`config.mk`:
```
export PLATFORM = sky130hd
export DESIGN_NAME = sout_pin_override
export DESIGN_NICKNAME = d
export VERILOG_FILES = /design/src/rtl/pinovr_pkg.sv /design/src/rtl/pinovr_sync.sv /design/src/rtl/pinovr_ctrl.sv /design/src/rtl/pinovr_rdmux.sv /design/src/rtl/sout_pin_override.sv
export SDC_FILE = /design/constraint.sdc
export NUM_CORES = 1
export LEC_CHECK = 0
export CORE_AREA = 2 2 39 41
export CTS_CLUSTER_DIAMETER = 200
export CTS_CLUSTER_SIZE = 12
export DETAILED_ROUTE_END_ITERATION = 8
export DIE_AREA = 0 0 41 43
export GPL_ROUTABILITY_DRIVEN = 0
export PLACE_DENSITY = 0.52
export SLEW_MARGIN = 0
export SYNTH_ARGS = -nofsm -noshare
export SYNTH_HDL_FRONTEND = slang
export SYNTH_SLANG_ARGS = --single-unit
```
`constraint.sdc`:
```
create_clock -name clk -period 2.7 [get_ports clk]
set_input_delay 0.54 -clock clk [delete_from_list [all_inputs] [get_ports clk]]
set_output_delay 0.54 -clock clk [all_outputs]
set_load 0.01 [all_outputs]
```
`src/rtl/pinovr_pkg.sv`:
```
package pinovr_pkg;
    localparam int unsigned CTRL_W  = 2;
    localparam int unsigned EN_BIT  = 1;
    localparam int unsigned LVL_BIT = 0;

    typedef struct packed {
        logic en;
        logic lvl;
        logic sout;
    } ovr_state_t;
endpackage

```
`src/rtl/pinovr_sync.sv`:
```
module pinovr_sync #(
    parameter int unsigned STAGES  = 2,
    parameter logic        RST_VAL = 1'b1
) (
    input  logic clk,
    input  logic rst_n,
    input  logic din,
    output logic dout
);
    logic [STAGES-1:0] chain_d, chain_q;

    generate
        if (STAGES == 1) begin : g_one
            assign chain_d = din;
        end else begin : g_many
            assign chain_d = {chain_q[STAGES-2:0], din};
        end
    endgenerate

    always_ff @(posedge clk or negedge rst_n) begin
        if (!rst_n) chain_q <= {STAGES{RST_VAL}};
        else        chain_q <= chain_d;
    end

    assign dout = chain_q[STAGES-1];
endmodule

```
`src/rtl/pinovr_ctrl.sv`:
```
module pinovr_ctrl
    import pinovr_pkg::*;
#(
    parameter logic IDLE_LEVEL = 1'b1,
    parameter logic RST_LEVEL  = 1'b1
) (
    input  logic              clk,
    input  logic              rst_n,
    input  logic              soe,
    input  logic              tx_data,
    input  logic              wr,
    input  logic [CTRL_W-1:0] wmask,
    input  logic [CTRL_W-1:0] wdata,
    output logic              en,
    output logic              lvl,
    output logic              sout
);
    ovr_state_t st_d, st_q;

    // Next state: register bits first, then the pin from the new bits so an
    // enable write switches the pin on the same edge.
    always_comb begin
        st_d = st_q;
        if (wr && wmask[EN_BIT])  st_d.en  = wdata[EN_BIT];
        if (wr && wmask[LVL_BIT]) st_d.lvl = wdata[LVL_BIT];
        if (!soe)         st_d.sout = IDLE_LEVEL;
        else if (st_d.en) st_d.sout = st_d.lvl;
        else              st_d.sout = tx_data;
    end

    always_ff @(posedge clk or negedge rst_n) begin
        if (!rst_n) begin
            st_q.en   <= 1'b0;
            st_q.lvl  <= RST_LEVEL;
            st_q.sout <= IDLE_LEVEL;
        end else begin
            st_q <= st_d;
        end
    end

    assign en   = st_q.en;
    assign lvl  = st_q.lvl;
    assign sout = st_q.sout;
endmodule

```
`src/rtl/pinovr_rdmux.sv`:
```
module pinovr_rdmux
    import pinovr_pkg::*;
(
    input  logic              rd,
    input  logic              rmw,
    input  logic              en,
    input  logic              sin_sync,
    input  logic              sout,
    output logic [CTRL_W-1:0] rdata
);
    always_comb begin
        rdata = '0;
        if (rd) begin
            rdata[EN_BIT]  = en;
            rdata[LVL_BIT] = rmw ? sout : sin_sync;
        end
    end
endmodule

```
`src/rtl/sout_pin_override.sv`:
```
module sout_pin_override
    import pinovr_pkg::*;
#(
    parameter int unsigned SYNC_STAGES = 2,
    parameter logic        IDLE_LEVEL  = 1'b1,
    parameter logic        RST_LEVEL   = 1'b1
) (
    input  logic              clk,
    input  logic              rst_n,
    input  logic              soe,
    input  logic              tx_data,
    input  logic              sin,
    input  logic              reg_wr,
    input  logic [CTRL_W-1:0] reg_wmask,
    input  logic [CTRL_W-1:0] reg_wdata,
    input  logic              reg_rd,
    input  logic              reg_rmw,
    output logic [CTRL_W-1:0] reg_rdata,
    output logic              sout
);
    logic sin_sync;
    logic ovr_en;
    logic ovr_lvl;

    pinovr_sync #(
        .STAGES (SYNC_STAGES),
        .RST_VAL(IDLE_LEVEL)
    ) u_sync (
        .clk  (clk),
        .rst_n(rst_n),
        .din  (sin),
        .dout (sin_sync)
    );

    pinovr_ctrl #(
        .IDLE_LEVEL(IDLE_LEVEL),
        .RST_LEVEL (RST_LEVEL)
    ) u_ctrl (
        .clk    (clk),
        .rst_n  (rst_n),
        .soe    (soe),
        .tx_data(tx_data),
        .wr     (reg_wr),
        .wmask  (reg_wmask),
        .wdata  (reg_wdata),
        .en     (ovr_en),
        .lvl    (ovr_lvl),
        .sout   (sout)
    );

    pinovr_rdmux u_rdmux (
        .rd      (reg_rd),
        .rmw     (reg_rmw),
        .en      (ovr_en),
        .sin_sync(sin_sync),
        .sout    (sout),
        .rdata   (reg_rdata)
    );
endmodule

```
==> results of run 1 <==
-- placed cells by master, fill, tap and decap left out, drive strengths merged --
cell type / instances
nand2: 2
mux2i: 1
nor2b: 1
clkbuf: 4
and2: 1
nand3: 1
o21ai: 1
dfrtp: 1
dfstp: 4
clkdlybuf4s50: 14
and3: 1
and3b: 1
a21bo: 1
a21o: 1
a221oi: 1
-- worst paths after layout --
kind,startpoint,endpoint,cells after the start
worst max register to register,u_ctrl.en$_DFF_PN0_,u_ctrl.sout$_DFF_PN1_,3
min in group asynchronous,rst_n,u_ctrl.en$_DFF_PN0_,1
worst max-delay path,reg_rmw,reg_rdata[0],4
worst min-delay path,u_sync.chain_q[0]$_DFF_PN1_,u_sync.chain_q[1]$_DFF_PN1_,0
worst min register to register,u_sync.chain_q[0]$_DFF_PN1_,u_sync.chain_q[1]$_DFF_PN1_,0
max in group asynchronous,rst_n,u_sync.chain_q[0]$_DFF_PN1_,1
-- report_power, final --
| part | internal (mW) | leakage (nW) | total [mW] | switching, mW |
|---|---|---|---|---|
| Clock | 0.0559 | 0.0150 | 0.0873 | 0.0314 |
| Sequential | 0.0858 | 0.0544 | 0.0893 | 0.00352 |
| Combinational | 0.0296 | 0.103 | 0.0435 | 0.0139 |
| Total | 0.171 | 0.172 | 0.220 | 0.0489 |
-- worst max-delay path: stages --
cell	delay (ns)
clkdlybuf4s50_1	0.47
mux2i_1	0.19
nor2b_1	0.06
clkdlybuf4s50_1	0.47
-- routing by layer --
layer | vias to the layer above | track usage | routed length, µm | part of all wire
met4 | 0 | 0.100 | 0 | 0
li1 | 100 | - | - | -
met2 | 7 | 0.128 | 316 | 0.61
met5 | - | 0 | 0 | 0
met1 | 105 | 0.0459 | 168 | 0.32
met3 | 0 | 0.0628 | 34 | 0.066
-- registers in the layout, summed over array words and instances (netlist names) --
register and flops:
u_ctrl.lvl 1, u_sync.chain_q 2, u_ctrl.sout 1, u_ctrl.en 1
-- cell type report --
| class | count | area (µm²) | share of cell area |
|---|---|---|---|
| multi-input combinational | 12 | 88.8 | 0.219 |
| timing repair buffer | 14 | 140 | 0.346 |
| sequential | 5 | 130 | 0.321 |
| tap | 16 | 20.0 | 0.0494 |
| clock buffer | 4 | 26.3 | 0.0648 |
-- per-stage QoR --
stage / hold WS (ns) / power [mW] / instances / utilization / worst slack [ns]
detailed placement: 0.348 / 0.134 / 47 / 0.274 / 0.412
global placement: 0.347 / 0.132 / 47 / 0.274 / 0.448
finish: 0.353 / 0.220 / 51 / 0.293 / 0.428
floorplan: 0.244 / 0.106 / 17 / - / 1.33
global route: 0.361 / 0.238 / 51 / 0.293 / 0.358
CTS: 0.354 / 0.225 / 51 / 0.293 / 0.407
-- cell families (layout without fill, tap and decap cells) --
logic type | Yosys count | in the layout | share of synthesized area
buffers and inverters | 0 | 18 | 0
DFF | 5 | 5 | 0.594
AOI/OAI and AO/OA | 4 | 4 | 0.171
muxes | 1 | 1 | 0.0457
and+or+nand+nor | 7 | 7 | 0.189
==> flow_summary.json, run 1 <==
{
  "r2r_slack_ns": 1.69,
  "post_cts_buffers": 0,
  "drt_drc_violations_left": 0,
  "grt.total_usage": 0.0828,
  "grt_max_degree": 6,
  "grt_pass1_wl_um": 814,
  "drv_cap": 0,
  "endpoint_kind": "output port",
  "ys_top_cells_by_count": "4 x dfstp_2, 2 x nand2_1",
  "syn_to_final_growth_pct": 85.1,
  "hold_path.class": "register to register",
  "setup_viol": 0,
  "worstPathRequired_ns": 2.16,
  "drive_above_1_share": 0.257,
  "fmax_mhz": 440,
  "clkSlewWorstSetupHoldPaths_ns": 0.04,
  "synth.area.top_cells": "dfstp_2 48%, dfrtp_1 11%, a221oi_2 6.9%, a21bo_1 4.6%, mux2i_1 4.6%",
  "drt_wl_total_um": 519,
  "synth_edf_count": 0,
  "rsz0062_at_grt": "false",
  "diodes": 0,
  "placed_area_um2": 379,
  "path_class": "input port to output port",
  "initial_utilization": 0.158,
  "layout.nets": 48,
  "postRouteAntennaNets": 0,
  "grt_remaining_overflow": 0,
  "crit_fanout": 1,
  "viasPerCell": 4.16,
  "ys.flop_type": "dfstp_2",
  "synth.top_cell.area_share": 0.480,
  "synthArstFlopShare": 1.00,
  "status": "completed",
  "grt_pass1_vias": 209,
  "tns_ns": 0,
  "post_cts_resized": 0,
  "drv_slew": 0,
  "post-route-cell-area_um2": 405,
  "first_pass_iters": 2,
  "syn_area_um2": 219,
  "tightestPinTransition_ns": 0.216,
  "seq_area_frac_synth": 0.594,
  "powerDensity_nw_per_um2": 543,
  "cts-buffers-inserted": 3,
  "cts_max_path_buffers": 2,
  "clock_skew_ns": 0.00467,
  "fillerInstances": 146,
  "p_leak_nw": 0.172,
  "yosysWarnings": 0,
  "io_pins": 15,
  "period_share": 0.841,
  "slew_headroom": 0.855,
  "cp-start-kind": "input port",
  "io_buffers": 14,
  "cts_hold_buf": 0,
  "synth_top_cell_by_area": "dfstp_2",
  "ys_ff_latch": 5,
  "cts_tree": "done",
  "antenna_found_initial": 0,
  "arrival_ns": 1.73,
  "coreArea_um2": 1380,
  "yosysMostFrequentCell": "dfstp_2",
  "syn_avg_cell_area_um2": 12.9,
  "clk-insertion-delay-late_ns": 0.24,
  "routed_wire_length_per_instance_um": 10.2,
  "ir_drop_mv": 0.157,
  "finalHoldViolations": 0,
  "synth_nets": 29,
  "htree_levels": 1,
  "cts_root_buf": "clkbuf_4",
  "postSynthCellCount": 17,
  "fin_crit_ns": 2.27,
  "die_area_um2": 1760,
  "clkSinkCount": 5,
  "die_y_um": 43,
  "dpl.hpwl_um": 414,
  "die_w_um": 41,
  "synth_cell_types": 13,
  "vias": 212,
  "drt_iter0_drc": 4,
  "rows": 14
}
No activity file was read; power rests on OpenSTA's default activity.
==> inputs of run 2 (changes only) <==
clock period = 2.1 ns   (was 2.7 ns; I/O delays follow)
==> run 2 against run 1 <==
Core utilization unchanged. Power increased by 27%. Worst setup slack got worse by 0.36 ns. Clock power increased by 24%. Non-clock buffer count unchanged. Register-to-register slack got worse by 0.57 ns. First-iteration DRC count decreased by 25%. Combinational power increased by 28%. Wire length decreased by 11%. Largest power group unchanged. Highest routed layer unchanged.
==> flow_summary.json, run 2 (synthesized netlist as in run 1, its figures left out) <==
{
  "status": "completed",
  "die_w_um": 41,
  "drive_above_1_share": 0.257,
  "rsz0062_at_grt": "false",
  "top_register": "u_sync.chain_q",
  "finalHoldViolations": 0,
  "fin_ws_ns": 0.0730,
  "clock_skew_ns": 0.00352,
  "use_met1": 0.0391,
  "worstPathRequired_ns": 1.68,
  "cts_root_buf": "clkbuf_4",
  "htree_levels": 1,
  "fin_crit_ns": 2.03,
  "period_share": 0.965,
  "antenna_found_initial": 0,
  "p_leak_nw": 0.172,
  "endpoint_kind": "output port",
  "path_class": "input port to output port",
  "grt.total_usage": 0.0696,
  "cp-start-kind": "input port",
  "coreArea_um2": 1380,
  "drv_slew": 0,
  "drt_wl_total_um": 462,
  "post_cts_resized": 0,
  "grt_max_degree": 6,
  "die_area_um2": 1760,
  "viasPerCell": 3.94,
  "drv_cap": 0,
  "clkSlewWorstSetupHoldPaths_ns": 0.04,
  "syn_to_final_growth_pct": 85.1,
  "routed_wire_length_per_instance_um": 9.06,
  "critPathMaxStageDelay_ns": 0.54,
  "grt_util_met2": 0.103,
  "cts_hold_buf": 0,
  "first_pass_iters": 2,
  "drt_drc_violations_left": 0,
  "fmax_mhz": 493,
  "initial_utilization": 0.158,
  "largest_register_ffs": 2,
  "tns_ns": 0,
  "postRouteAntennaNets": 0,
  "cts-buffers-inserted": 3,
  "dpl.hpwl_um": 380,
  "crit_fanout": 1,
  "layout.nets": 48,
  "grt_pass1_wl_um": 696,
  "post_cts_buffers": 0,
  "timing.hold.ws_ns": 0.348,
  "io_pins": 15,
  "post-place-ws_ns": 0.0630,
  "placed_area_um2": 379,
  "grt_remaining_overflow": 0,
  "final_common_cell": "clkdlybuf4s50_1",
  "cts_tree": "done",
  "final_cell_mix": "14 x clkdlybuf4s50_1, 4 x dfstp_2, 3 x clkbuf_4, 2 x nand2_1",
  "powerDensity_nw_per_um2": 687,
  "setup_viol": 0,
  "top_usage_layer": "met2",
  "post-route-cell-area_um2": 405,
  "arrival_ns": 1.61,
  "rows": 14,
  "ir_drop_mv": 0.216,
  "crit_chain": "clkdlybuf4s50_1 -> mux2i_1 -> nor2b_1 -> clkdlybuf4s50_1",
  "hold_path.class": "register to register",
  "met3_usage": 0.0785,
  "grt_pass1_vias": 196,
  "clk-insertion-delay-late_ns": 0.24,
  "die_y_um": 43,
  "drt_iter0_drc": 3,
  "diodes": 0,
  "cts_max_path_buffers": 2,
  "vias": 201,
  "cpMostUsedCell": "clkdlybuf4s50_1",
  "clkSinkCount": 5,
  "tightestPinTransition_ns": 0.219,
  "fillerInstances": 152,
  "slowest_stage": "clkdlybuf4s50_1",
  "slew_headroom": 0.854,
  "io_buffers": 14
}
==> run 2: cell counts in the layout (fill, tap and decap cells not counted) <==
No cell type changed its count.
==> run 2: final timing paths <==
check	start	endpoint	slack, ns	depth (start not counted)
max	reg_rmw	reg_rdata[0]	0.07	4
min	u_sync.chain_q[0]$_DFF_PN1_	u_sync.chain_q[1]$_DFF_PN1_	0.35	0
max reg2reg	u_ctrl.en$_DFF_PN0_	u_ctrl.sout$_DFF_PN1_	1.12	3
min reg2reg	u_sync.chain_q[0]$_DFF_PN1_	u_sync.chain_q[1]$_DFF_PN1_	0.35	0
max in group asynchronous	rst_n	u_sync.chain_q[0]$_DFF_PN1_	1.45	1
min in group asynchronous	rst_n	u_ctrl.en$_DFF_PN0_	0.40	1
==> run 2: critical path, delay by kind of cell <==
family | cells | cell delay, ns
buffers and inverters | 2 | 1.01
multiplexers | 1 | 0.07
AND/OR/NAND/NOR | 1 | 0.10
==> run 2: power by group <==
group | switching [mW] | leakage (nW) | internal, mW
Sequential | 0.00419 | 0.0544 | 0.110
Clock | 0.0367 | 0.0150 | 0.0717
Combinational | 0.0177 | 0.103 | 0.0380
Total | 0.0586 | 0.172 | 0.220
==> run 2: stage by stage <==
| stage | power, mW | utilization | instances |
|---|---|---|---|
| 2_1_floorplan | 0.136 | - | 17 |
| 3_3_place_gp | 0.170 | 0.274 | 47 |
| 3_5_place_dp | 0.172 | 0.274 | 47 |
| 4_1_cts | 0.286 | 0.293 | 51 |
| 5_1_grt | 0.301 | 0.293 | 51 |
| 6_report | 0.279 | 0.293 | 51 |
==> run 2: cell type report <==
class                           instances  area, µm²  share of cell area
Clock buffer                            4       26.3              0.0648
Multi-Input combinational cell         12       88.8               0.219
Sequential cell                         5        130               0.321
Tap cell                               16       20.0              0.0494
Timing Repair Buffer                   14        140               0.346
==> run 2: routing by layer <==
metal / part of all wire / vias up
met5: 0 / -
met4: 0 / 0
met3: 0.11 / 0
met2: 0.55 / 9
met1: 0.34 / 94
li1: - / 98
==> inputs of run 3 (changes only) <==
CTS_CLUSTER_SIZE = 24   (was 12)
DONT_BUFFER_PORTS = 1   (was unset)
PLACE_DENSITY = 0.37   (was 0.52)
==> run 3 against run 2 <==
First-iteration DRC count shrank 33%. Sequential cell count unchanged. Via count fell by 19%. Critical path depth decreased by 2. Non-clock buffer count decreased by 12. Worst hold slack worse by 0.17 ns. Critical path type is now register to output port.
==> flow_summary.json, run 3 (synthesized netlist as in run 1, its figures left out) <==
{
  "grt_pass1_vias": 188,
  "drv_cap": 0,
  "vias": 163,
  "drt_iter0_drc": 2,
  "clock_skew_ns": 0.000127,
  "placed_area_um2": 239,
  "cts_root_buf": "clkbuf_4",
  "worstPathRequired_ns": 1.68,
  "r2r_cells": 3,
  "finalHoldViolations": 0,
  "routed_wire_length_per_instance_um": 11.2,
  "drive_above_1_share": 0.391,
  "cp-start-kind": "register",
  "arrival_ns": 1.06,
  "fin_crit_ns": 1.48,
  "fillerInstances": 159,
  "period_share": 0.707,
  "grt_pass1_wl_um": 814,
  "post_cts_buffers": 0,
  "clk-insertion-delay-late_ns": 0.24,
  "antenna_found_initial": 0,
  "first_pass_iters": 2,
  "path_class": "register to output port",
  "rsz0062_at_grt": "false",
  "rows": 14,
  "final_cell_mix": "4 x dfstp_2, 3 x clkbuf_4, 2 x nand2_1, 2 x dlygate4sd3_1",
  "grt.total_usage": 0.0796,
  "critPathMaxStageDelay_ns": 0.55,
  "post-route-cell-area_um2": 285,
  "drv_slew": 0,
  "die_w_um": 41,
  "powerDensity_nw_per_um2": 885,
  "final_common_cell": "dfstp_2",
  "endpoint_kind": "output port",
  "hold_path.class": "input port to register",
  "cts-buffers-inserted": 3,
  "htree_levels": 1,
  "drt_wl_total_um": 437,
  "tightestPinTransition_ns": 0.216,
  "io_pins": 15,
  "slowest_stage": "dfstp_2",
  "status": "completed",
  "slew_headroom": 0.855,
  "crit_fanout": 2,
  "io_buffers": 0,
  "diodes": 0,
  "cts_max_path_buffers": 2,
  "initial_utilization": 0.158,
  "p_leak_nw": 0.126,
  "drt_drc_violations_left": 0,
  "layout.nets": 36,
  "die_y_um": 43,
  "top_register": "u_sync.chain_q",
  "die_area_um2": 1760,
  "setup_viol": 0,
  "coreArea_um2": 1380,
  "grt_remaining_overflow": 0,
  "instances_no_fill": 39,
  "postRouteAntennaNets": 0,
  "clkSlewWorstSetupHoldPaths_ns": 0.04,
  "cts_tree": "done",
  "fmax_mhz": 674,
  "clkSinkCount": 5,
  "largest_register_ffs": 2,
  "tns_ns": 0,
  "grt_max_degree": 6,
  "power_mw": 0.253,
  "syn_to_final_growth_pct": 30.3,
  "viasPerCell": 4.18,
  "dp_cells": 33,
  "crit_chain": "mux2i_1 -> nor2b_1",
  "whs_path_depth": 0,
  "ir_drop_mv": 0.202
}
run 3: changes by cell type in the layout (fill, tap and decap cells not counted):
cell             delta
dlygate4sd3_1       +2
clkdlybuf4s50_1    -14
run 3: per-layer routing:
layer  vias to the layer above  GRT usage  routed length, µm
met1                        80     0.0586                120
met4                         0     0.0400                  0
met5                         -          0                  0
li1                         73          -                  -
met3                         0     0.0838                 42
met2                        10      0.122                274
run 3: worst paths after layout:
check	from	to	slack [ns]
setup / recovery	u_ctrl.sout$_DFF_PN1_	reg_rdata[0]	0.62
hold / removal	sin	u_sync.chain_q[0]$_DFF_PN1_	0.18
setup reg to reg	u_ctrl.en$_DFF_PN0_	u_ctrl.sout$_DFF_PN1_	1.07
hold reg to reg	u_sync.chain_q[0]$_DFF_PN1_	u_sync.chain_q[1]$_DFF_PN1_	0.35
max in group asynchronous	rst_n	u_sync.chain_q[0]$_DFF_PN1_	1.42
min in group asynchronous	rst_n	u_ctrl.en$_DFF_PN0_	0.40
run 3: metrics by stage:
| step | util | hold WS [ns] | setup slack (ns) |
|---|---|---|---|
| CTS | 0.199 | 0.0157 | 0.596 |
| floorplan | - | 0.124 | 0.888 |
| finish | 0.206 | 0.179 | 0.615 |
| detailed placement | 0.173 | 0.125 | 0.857 |
| global placement | 0.173 | 0.125 | 0.849 |
| global route | 0.206 | 0.155 | 0.516 |
run 3: power by group:
group / switching, mW / internal (mW)
combinational: 0.0118 / 0.0145
sequential: 0.00621 / 0.110
clock: 0.0379 / 0.0717
run 3: critical path: cells and delay by family (launching register included):
kind	cells	cell delay, ns
mux	1	0.07
flops	1	0.55
simple gates	1	0.20
run 3: cell type report:
cell class              count  area [µm²]  area share
well taps                  16        20.0      0.0702
clock buffers               4        26.3      0.0921
flip-flops and latches      5         130       0.456
repair buffers              2        20.0      0.0702
multi-input cells          12        88.8       0.311
run 3: what timing repair did:
item | CTS | global route
gates resized for setup | 0 | 0
hold buffers | 1 | 1
hold endpoints to repair | 1 | 4
